## src/rtl/bcm_pkg.sv

```systemverilog
package bcm_pkg;

  typedef enum logic [3:0] {
    CT_NONE     = 4'd0,
    CT_IACK     = 4'd1,
    CT_IO_RD    = 4'd2,
    CT_IO_WR    = 4'd3,
    CT_CODE_RD  = 4'd4,
    CT_HALT     = 4'd5,
    CT_SHUTDOWN = 4'd6,
    CT_SPECIAL  = 4'd7,
    CT_MEM_RD   = 4'd8,
    CT_MEM_WR   = 4'd9,
    CT_ILLEGAL  = 4'd15
  } cyc_type_e;

  typedef enum logic [1:0] {
    LK_FORBID  = 2'd0,
    LK_REQUIRE = 2'd1,
    LK_EITHER  = 2'd2
  } lock_rule_e;

  localparam int DEF_W = 3;
  localparam int BE_W  = 2;

endpackage

```

## src/rtl/bcm_decode.sv

```systemverilog
module bcm_decode
  import bcm_pkg::*;
#(
  parameter int ADDR_W    = 23,
  parameter int HALT_ADDR = 2,
  parameter int SHUT_ADDR = 0
) (
  input  logic [DEF_W-1:0]  def,
  input  logic [ADDR_W-1:0] waddr,
  input  logic [BE_W-1:0]   be_n,
  output cyc_type_e         ctype,
  output lock_rule_e        rule,
  output logic              illegal,
  output logic              is_read
);
  localparam logic [ADDR_W-1:0] HALT_W  = ADDR_W'(HALT_ADDR);
  localparam logic [ADDR_W-1:0] SHUT_W  = ADDR_W'(SHUT_ADDR);
  localparam logic [BE_W-1:0]   SPEC_BE = 2'b10;

  cyc_type_e special_type;

  always_comb begin
    if (be_n == SPEC_BE && waddr == HALT_W)      special_type = CT_HALT;
    else if (be_n == SPEC_BE && waddr == SHUT_W) special_type = CT_SHUTDOWN;
    else                                         special_type = CT_SPECIAL;
  end

  always_comb begin
    illegal = 1'b0;
    is_read = 1'b0;
    rule    = LK_FORBID;
    ctype   = CT_NONE;
    case (def)
      3'b000: begin ctype = CT_IACK;    rule = LK_REQUIRE; is_read = 1'b1; end
      3'b001: begin ctype = CT_ILLEGAL; rule = LK_EITHER;  illegal = 1'b1; end
      3'b010: begin ctype = CT_IO_RD;   is_read = 1'b1; end
      3'b011: begin ctype = CT_IO_WR;   end
      3'b100: begin ctype = CT_CODE_RD; is_read = 1'b1; end
      3'b101: begin ctype = special_type; end
      3'b110: begin ctype = CT_MEM_RD;  rule = LK_EITHER; is_read = 1'b1; end
      default: begin ctype = CT_MEM_WR; rule = LK_EITHER; end
    endcase
  end
endmodule

```

## src/rtl/bcm_sequencer.sv

```systemverilog
module bcm_sequencer
  import bcm_pkg::*;
#(
  parameter int ADDR_W = 23
) (
  input  logic              clk,
  input  logic              rst,
  input  logic              strb,
  input  logic              rdy,
  input  logic [DEF_W-1:0]  def,
  input  logic [ADDR_W-1:0] waddr,
  input  logic [BE_W-1:0]   be_n,
  output logic              begin_now,
  output logic              done_now,
  output logic [DEF_W-1:0]  sel_def,
  output logic [ADDR_W-1:0] sel_addr,
  output logic [BE_W-1:0]   sel_be,
  output logic              overflow,
  output logic              unstable
);
  localparam int ATTR_W = DEF_W + ADDR_W + BE_W;

  logic              busy_q, pend_q, strb_q, began_q;
  logic [ATTR_W-1:0] prev_q, pend_attr_q;
  logic [ATTR_W-1:0] live;
  logic              strb_new, strb_held, pend_set;

  assign live      = {def, waddr, be_n};
  assign strb_new  = strb && (!strb_q || began_q);
  assign strb_held = strb && strb_q && !began_q;
  assign unstable  = strb_held && (live != prev_q);
  assign overflow  = strb_new && pend_q;
  assign done_now  = busy_q && rdy;
  assign pend_set  = !pend_q && strb_new && busy_q && !rdy;

  always_comb begin
    if (pend_q) begin
      begin_now = rdy;
      {sel_def, sel_addr, sel_be} = pend_attr_q;
    end else begin
      begin_now = strb_new && (!busy_q || rdy);
      {sel_def, sel_addr, sel_be} = live;
    end
  end

  always_ff @(posedge clk) begin
    if (rst) begin
      busy_q      <= 1'b0;
      pend_q      <= 1'b0;
      strb_q      <= 1'b0;
      began_q     <= 1'b0;
      prev_q      <= '0;
      pend_attr_q <= '0;
    end else begin
      if (begin_now)     busy_q <= 1'b1;
      else if (done_now) busy_q <= 1'b0;
      if (pend_q && rdy) pend_q <= 1'b0;
      else if (pend_set) pend_q <= 1'b1;
      if (pend_set) pend_attr_q <= live;
      strb_q  <= strb;
      began_q <= begin_now;
      prev_q  <= live;
    end
  end
endmodule

```

## src/rtl/bcm_lock_tracker.sv

```systemverilog
module bcm_lock_tracker
  import bcm_pkg::*;
(
  input  logic       clk,
  input  logic       rst,
  input  logic       begin_now,
  input  logic       done_now,
  input  logic       lock_live,
  input  lock_rule_e rule,
  output logic       locked_q,
  output logic       violation
);
  always_comb begin
    violation = 1'b0;
    if (begin_now) begin
      if (rule == LK_REQUIRE && !lock_live) violation = 1'b1;
      if (rule == LK_FORBID && lock_live)   violation = 1'b1;
    end
  end

  always_ff @(posedge clk) begin
    if (rst)            locked_q <= 1'b0;
    else if (begin_now) locked_q <= lock_live;
    else if (done_now)  locked_q <= 1'b0;
  end
endmodule

```

## src/rtl/bus_cycle_monitor.sv

```systemverilog
module bus_cycle_monitor
  import bcm_pkg::*;
#(
  parameter int ADDR_W    = 23,
  parameter int DATA_W    = 16,
  parameter int HALT_ADDR = 2,
  parameter int SHUT_ADDR = 0
) (
  input  logic              clk,
  input  logic              rst,
  input  logic              strobe_n,
  input  logic              ack_n,
  input  logic              lock_n,
  input  logic [2:0]        cyc_def,
  input  logic [ADDR_W-1:0] waddr,
  input  logic [1:0]        be_n,
  input  logic [DATA_W-1:0] rd_bus,
  output logic              cycle_start,
  output logic              cycle_done,
  output logic [3:0]        cycle_type,
  output logic [3:0]        done_type,
  output logic              bus_locked,
  output logic              rd_valid,
  output logic [DATA_W-1:0] rd_data,
  output logic              proto_err,
  output logic              ovf_err
);
  logic              begin_now, done_now, overflow, unstable;
  logic [DEF_W-1:0]  sel_def;
  logic [ADDR_W-1:0] sel_addr;
  logic [BE_W-1:0]   sel_be;
  cyc_type_e         dec_type;
  lock_rule_e        dec_rule;
  logic              dec_illegal, dec_read, lock_bad;
  logic              act_read_q;

  bcm_sequencer #(.ADDR_W(ADDR_W)) u_seq (
    .clk(clk), .rst(rst),
    .strb(!strobe_n), .rdy(!ack_n),
    .def(cyc_def), .waddr(waddr), .be_n(be_n),
    .begin_now(begin_now), .done_now(done_now),
    .sel_def(sel_def), .sel_addr(sel_addr), .sel_be(sel_be),
    .overflow(overflow), .unstable(unstable)
  );

  bcm_decode #(.ADDR_W(ADDR_W), .HALT_ADDR(HALT_ADDR), .SHUT_ADDR(SHUT_ADDR)) u_dec (
    .def(sel_def), .waddr(sel_addr), .be_n(sel_be),
    .ctype(dec_type), .rule(dec_rule), .illegal(dec_illegal), .is_read(dec_read)
  );

  bcm_lock_tracker u_lock (
    .clk(clk), .rst(rst),
    .begin_now(begin_now), .done_now(done_now),
    .lock_live(!lock_n), .rule(dec_rule),
    .locked_q(bus_locked), .violation(lock_bad)
  );

  always_ff @(posedge clk) begin
    if (rst) begin
      cycle_start <= 1'b0;
      cycle_done  <= 1'b0;
      cycle_type  <= CT_NONE;
      done_type   <= CT_NONE;
      act_read_q  <= 1'b0;
      rd_valid    <= 1'b0;
      rd_data     <= '0;
      proto_err   <= 1'b0;
      ovf_err     <= 1'b0;
    end else begin
      cycle_start <= begin_now;
      cycle_done  <= done_now;
      rd_valid    <= done_now && act_read_q;
      proto_err   <= (begin_now && dec_illegal) || lock_bad || unstable;
      ovf_err     <= overflow;
      if (done_now) done_type <= cycle_type;
      if (done_now && act_read_q) rd_data <= rd_bus;
      if (begin_now) begin
        cycle_type <= dec_type;
        act_read_q <= dec_read;
      end else if (done_now) begin
        cycle_type <= CT_NONE;
        act_read_q <= 1'b0;
      end
    end
  end
endmodule

```

## config.mk

```make
export PLATFORM = sky130hd
export DESIGN_NAME = bus_cycle_monitor
export DESIGN_NICKNAME = d
export VERILOG_FILES = /design/src/rtl/bcm_pkg.sv /design/src/rtl/bcm_decode.sv /design/src/rtl/bcm_sequencer.sv /design/src/rtl/bcm_lock_tracker.sv /design/src/rtl/bus_cycle_monitor.sv
export SDC_FILE = /design/constraint.sdc
export NUM_CORES = 1
export LEC_CHECK = 0
export BUFFER_PORTS_ARGS = -buffer_cell sky130_fd_sc_hd__buf_4
export CORE_ASPECT_RATIO = 0.9
export CORE_MARGIN = 2
export CORE_UTILIZATION = 50
export DETAILED_ROUTE_END_ITERATION = 8
export PLACE_DENSITY = 0.83
export SLEW_MARGIN = 25
export SYNTH_ARGS = -nofsm -noshare
export SYNTH_HDL_FRONTEND = slang
export SYNTH_HIERARCHICAL = 1
export SYNTH_SLANG_ARGS = --single-unit
```

## constraint.sdc

```tcl
create_clock -name clk -period 3.2 [get_ports clk]
set_input_delay 0.64 -clock clk [delete_from_list [all_inputs] [get_ports clk]]
set_output_delay 0.64 -clock clk [all_outputs]
set_load 0.005 [all_outputs]
```

==> run metrics, run 1 <==
Switching Fraction about 24%; clk_lat worst skew 360 ps; TritonCTS clock tree built; Area contributors post-synth dfxtp_1 (45%), mux2_2 (7.9%), xnor2_1 (6.3%); Int Power between 1500 and 2000 uW; hold crit path type reg2reg; f_max 0.419 GHz; RSZ-0062 raised after global routing false; largest net degree at the start of global routing approximately 70; Synthesis Warnings 6; Starting Density 52.4%; Yosys top cell area share a little under half; Die ar. 8750 um2; Rel. slew slack about 53%; Logic pwr share ~12%; first-pass GRT wire length around 14,000 um; Seq pwr share between 50% and 60%; pwr dens about 480 nW/um2; layout cells sized above 1 approximately 29%; PnR Total Power roughly 2300 uW; CP max FO 25; All-Layer GR Usage about 21%; Antenna Violating Nets Remaining 0; final hold violation count 0; crit path cell chain buf_4 > mux2_2 > nor3_1 > xnor2_1 > nor3b_2 > a211oi_1 > nor2_1; Post-CTS Resized 0; Synth Flop Type dfxtp_1; Core Area about 7700 um2; post-synth cell types 39; worst vdd ir roughly 0.00036 V; status finished, final reports clean; CP max stage cell dfxtp_2; IO Pins 79; Crit path max-delay family flip-flops; number of buffers added for setup after CTS 0; Placer Congestion 0.851; endpoint type of the worst setup path flip-flop; post-route design area 4780 um2; setup TNS 0 ps; commonest cells in the synthesized netlist dfxtp_1 (91), nand2_1 (66), a21oi_1 (49); Clock Tree Root clkbuf_8; clock power share about 36%; Syn Inst Count approximately 420; Post-synth EDFFs 0; Initial DRC Count approximately 180; CP Data Required Time 3420 ps; CTS Buffer Depth 2; count leader, synth dfxtp_1; flops & latches, synth slightly above 90; critical path class reg2reg; fin crit period between 2000 and 2500 ps; total number of vias about 3,100; post-synthesis sequential area ratio 45.4%; Clock Pin Slew Worst Setup and Hold Paths 90 ps; Util after Layout 62.5%; Critical Path AT 2610 ps; std cell rows 30; Nets between 500 and 600; # DRC 0; Max Slew Vio Count 0; Initial DRT Pass Iterations 4; die height 88.9 um; grt total ovfl 0; hpwl dp between 6000 and 7000 um; Synth async-reset ratio 0%; total CTS buffers 9; placed cell areas roughly 4600 um2; Syn Nets roughly 470; Sw Pwr approximately 560 uW; max incr delay on CP 710 ps; Port Buf Inserts roughly 80; final setup fails 0; Die W slightly below 100 um; number of inserted diodes 0; register-to-register setup slack 810 ps; initial antenna violation count 0; Hold Buf Count CTS 0; CTS Sinks between 90 and 100; number of fill cells between 600 and 700; synthesized cell area 4010 um2; area grow syn2layout 19.4%; vias in the first global route 3,065; H-tree levels 3; Routed WL per cell between 15 and 20 um; Detailed Route WL around 9000 um; leakage power ~0.0018 uW; via density per instance between 5 and 6; worst-margin pin slew 712 ps; Layout Skew about 13 ps; buffers and inverters on the worst path 1; startpoint types flip-flop; syn avg cell area around 9.5 um2; max_cap viols 0; Final Cycle Share between 70% and 80%; post-synth top area cell dfxtp_1
==> kinds of logic (layout without fill, tap and decap cells) <==
kind of cell	count (synthesis)	count (layout)	synth area share, %
flops	91	91	45.4
xor+xnor	29	29	6.34
mux	32	32	8.86
simple gates	166	166	22.6
buf+inv	32	103	4.99
compound gates	74	74	11.8
==> worst min-delay path, stage by stage (launching register included) <==
cell	delay, ps
dfxtp_1	320
nand2_1	50
a21oi_1	50
==> area by class of cell <==
type	count	area, um2	area share (%)
Tap cell	96	120	2.51
Inverter	4	15.0	0.314
Multi-Input combinational cell	301	1990	41.5
Clock buffer	10	128	2.67
Timing Repair Buffer	83	623	13.0
Clock inverter	6	88.8	1.86
Sequential cell	91	1820	38.1
==> sequential cells by signal, indices dropped and copies added (netlist names), 4 cells and up <==
signal             count
rd_data               16
u_seq/pend_attr_q     28
cycle_type             4
u_seq/prev_q          28
done_type              4
==> power by group through the flow <==
stage | clock (uW) | sequential [uW] | combinational [uW]
global route | 905 | 1200 | 294
detailed placement | 0 | 1220 | 267
CTS | 861 | 1200 | 268
finish | 840 | 1200 | 268
floorplan | 0 | 1210 | 170
global placement | 0 | 1220 | 259
==> per-stage QoR <==
stage / setup slack (ps) / hold WS (ps) / instances
2_1_floorplan: 1030 / 433 / 424
3_3_place_gp: 670 / 438 / 575
3_5_place_dp: 459 / 448 / 575
4_1_cts: 426 / 461 / 591
5_1_grt: 627 / 473 / 591
6_report: 811 / 463 / 591
==> placed cells by master (no fill, tap or decap), types with 3 or more instances in the layout <==
cell type	synthesis	final
a21oi_1	49	49
clkbuf_8	0	9
mux2i_1	4	4
nor2b_1	33	33
a21bo_1	13	13
or3b_1	5	5
a21oi_2	3	3
nand4_1	7	7
nor4_1	4	4
nor3_1	4	4
mux2_2	28	28
buf_4	3	83
dfxtp_1	91	90
a21bo_2	3	3
nand3_1	16	16
inv_1	4	4
nand2_1	66	66
xnor2_1	29	29
nor2_1	12	12
nand2b_1	5	5
==> routing by layer <==
layer,global-route usage (%),vias up,wire length [um]
met5,0,-,0
met2,34.7,73,4340
li1,-,1560,-
met3,5.00,14,473
met1,26.7,1483,4010
met4,7.35,0,165
==> final timing paths <==
| path | from | end | cells after the start |
|---|---|---|---|
| max | u_seq/pend_q$_SDFFE_PP0P_ | proto_err$_SDFF_PP0_ | 7 |
| min | u_seq/pend_attr_q[4]$_SDFFE_PP0P_ | u_seq/pend_attr_q[4]$_SDFFE_PP0P_ | 2 |
| max reg2reg | u_seq/pend_q$_SDFFE_PP0P_ | proto_err$_SDFF_PP0_ | 7 |
| min reg2reg | u_seq/pend_attr_q[4]$_SDFFE_PP0P_ | u_seq/pend_attr_q[4]$_SDFFE_PP0P_ | 2 |
No activity file was read; power rests on OpenSTA's default activity.
==> inputs of run 2 (changes only) <==
--- a/config.mk
+++ b/config.mk
@@ -8,9 +8,9 @@
 export BUFFER_PORTS_ARGS = -buffer_cell sky130_fd_sc_hd__buf_4
 export CORE_ASPECT_RATIO = 0.9
 export CORE_MARGIN = 2
-export CORE_UTILIZATION = 50
+export CORE_UTILIZATION = 49
 export DETAILED_ROUTE_END_ITERATION = 8
-export PLACE_DENSITY = 0.83
+export PLACE_DENSITY = 0.85
 export SLEW_MARGIN = 25
 export SYNTH_ARGS = -nofsm -noshare
 export SYNTH_HDL_FRONTEND = slang
==> constraint.sdc (replaced) <==
create_clock -name clk -period 2.1 [get_ports clk]
set_input_delay 0.42 -clock clk [delete_from_list [all_inputs] [get_ports clk]]
set_output_delay 0.42 -clock clk [all_outputs]
set_load 0.005 [all_outputs]
==> run 2 against run 1 <==
Clock skew up 1.2 ps. Cell count up 1.4%. Non-clock buffer count up 5. Worst setup slack worse by 640 ps. Register-to-register slack worse by 640 ps. Sequential power up 52%. Combinational power up 58%. Sequential share of layout area down 0.52 points. Count of clock-buffer cells in the layout unchanged. Maximum frequency up 24%. Critical path type unchanged. Critical endpoint unchanged. Highest routed layer unchanged.
==> run metrics, run 2 (synthesized netlist as in run 1, its figures left out) <==
clk_lat worst skew between 300 and 400 ps; Die ar. around 9000 um2; largest net degree at the start of global routing 55; max_cap viols 0; Reg-to-Reg Start u_seq/pend_q$_SDFFE_PP0P_; Hold Buf Count CTS 0; Seq pwr share 52.7%; number of inserted diodes 0; CTS Sinks a little over 90; clock power share roughly a third; leakage power ~0.0018 uW; fin crit period around 1900 ps; total number of vias 3,165; Int Power about 2600 uW; Worst Hold Launch be_n[0]; std cell rows 31; Final Cycle Share between 90% and 100%; Core Area 7990 um2; Critical path origin u_seq/pend_q$_SDFFE_PP0P_; CP max stage cell dfxtp_4; Logic pwr share approximately an eighth; most common cell after layout, fill and taps aside dfxtp_1; Nets 544; Routed WL per cell approximately 15 um; crit path cell chain buf_4 > mux2_2 > nor3_1 > xnor2_1 > nor3b_2 > a211oi_1 > nor2_1; first-pass GRT wire length 15,200 um; Rel. slew slack between 50% and 60%; Place WS -23.6 ps; hpwl dp ~6600 um; CP Data Required Time 2310 ps; Top Registers u_seq/pend_attr_q (28), u_seq/prev_q (28), rd_data (16); initial antenna violation count 0; IO Pins 79; max incr delay on CP around 430 ps; vias in the first global route 3,213; Critical Path AT between 2000 and 2500 ps; Clock Tree Root clkbuf_8; setup TNS 0 ps; Die W 99.3 um; f_max 0.518 GHz; CTS Buffer Depth 2; Port Buf Inserts 78; worst reg-to-reg path cell count 7; post-route design area 4860 um2; pwr dens 712 nW/um2; Worst Hold Margin around 320 ps; CP max FO 11; via density per instance around 5.3; Clock Pin Slew Worst Setup and Hold Paths ~90 ps; TritonCTS clock tree built; RSZ-0062 raised after global routing false; Detailed Route WL 9140 um; worst vdd ir between 0.0004 and 0.0005 V; final setup fails 0; H-tree levels 3; Max Slew Vio Count 0; Sw Pwr roughly 860 uW; All-Layer GR Usage a little over a fifth; startpoint types flip-flop; placed cell areas ~4600 um2; number of fill cells 651; worst-margin pin slew just over 600 ps; die height about 90 um; buffers and inverters on the worst path 1; register-to-register setup slack around 170 ps; FF-to-FF End proto_err$_SDFF_PP0_; area occupied by multi-input gates 1990 um2; endpoint type of the worst setup path flip-flop; area grow syn2layout 21.2%; grt total ovfl 0; non-filler instance count after layout 599; Antenna Violating Nets Remaining 0; most frequent cells in the layout dfxtp_1 (90), buf_4 (85), nand2_1 (66), a21oi_1 (49), nor2b_1 (33); # DRC 0; critical path class reg2reg; placed cell count between 500 and 600; Initial DRC Count approximately 270; hold crit path type in2reg; final hold violation count 0; Critical Path Sink proto_err$_SDFF_PP0_; Placer Congestion ~0.86; CP Depth 7; Initial DRT Pass Iterations 4; Layout Skew between 10 and 15 ps; Starting Density approximately half; register area 1830 um2; Switching Fraction ~25%; total CTS buffers 9; Worst Setup Slack, final ~170 ps; layout cells sized above 1 about 30%; status finished, final reports clean; Crit path max-delay family flip-flops
[run 2: metal layers]
metal  up-vias  track usage [%]  routed length, um
li1       1571                -                  -
met1      1498             26.8               3960
met2        79             34.7               4610
met3        17             3.27                425
met4         0             9.13                146
met5         -                0                  0
[run 2: power groups by stage]
stage	clock, uW	sequential, uW	combinational (uW)
2_1_floorplan	0	1850	259
5_1_grt	1310	1830	458
6_report	1210	1820	423
3_5_place_dp	0	1860	418
3_3_place_gp	0	1860	408
4_1_cts	1230	1820	421
[run 2: how the worst min path moves through the flow]
stage	endpoint	slack, ps	cells past startpoint
after floorplan	u_seq/pend_attr_q[0]$_SDFFE_PP0P_	430	2
after global placement	u_seq/pend_attr_q[3]$_SDFFE_PP0P_	440	2
after detailed placement	u_seq/pend_attr_q[21]$_SDFFE_PP0P_	450	2
after CTS	u_seq/prev_q[0]$_SDFF_PP0_	300	2
after global routing	u_seq/prev_q[6]$_SDFF_PP0_	320	2
final	u_seq/prev_q[0]$_SDFF_PP0_	320	2
[run 2: what timing repair did]
item	CTS	global route
buffers inserted	0	0
gates cloned	0	0
endpoints found under the hold margin	0	0
gates resized for setup	1	3
endpoints found under the setup margin	3	2
[run 2: layout make-up]
class	count	area share (%)
multi-input combinational	301	41.0
sequential	91	37.6
timing repair buffer	88	14.2
clock buffer	10	2.83
tap	99	2.55
clock inverter	6	1.49
inverter	4	0.309
[run 2: through the flow]
step / total power [uW] / utilization, %
floorplan: 2110 / -
detailed placement: 2280 / 58.0
global placement: 2270 / 58.0
CTS: 3470 / 60.6
global route: 3600 / 60.8
finish: 3460 / 60.8
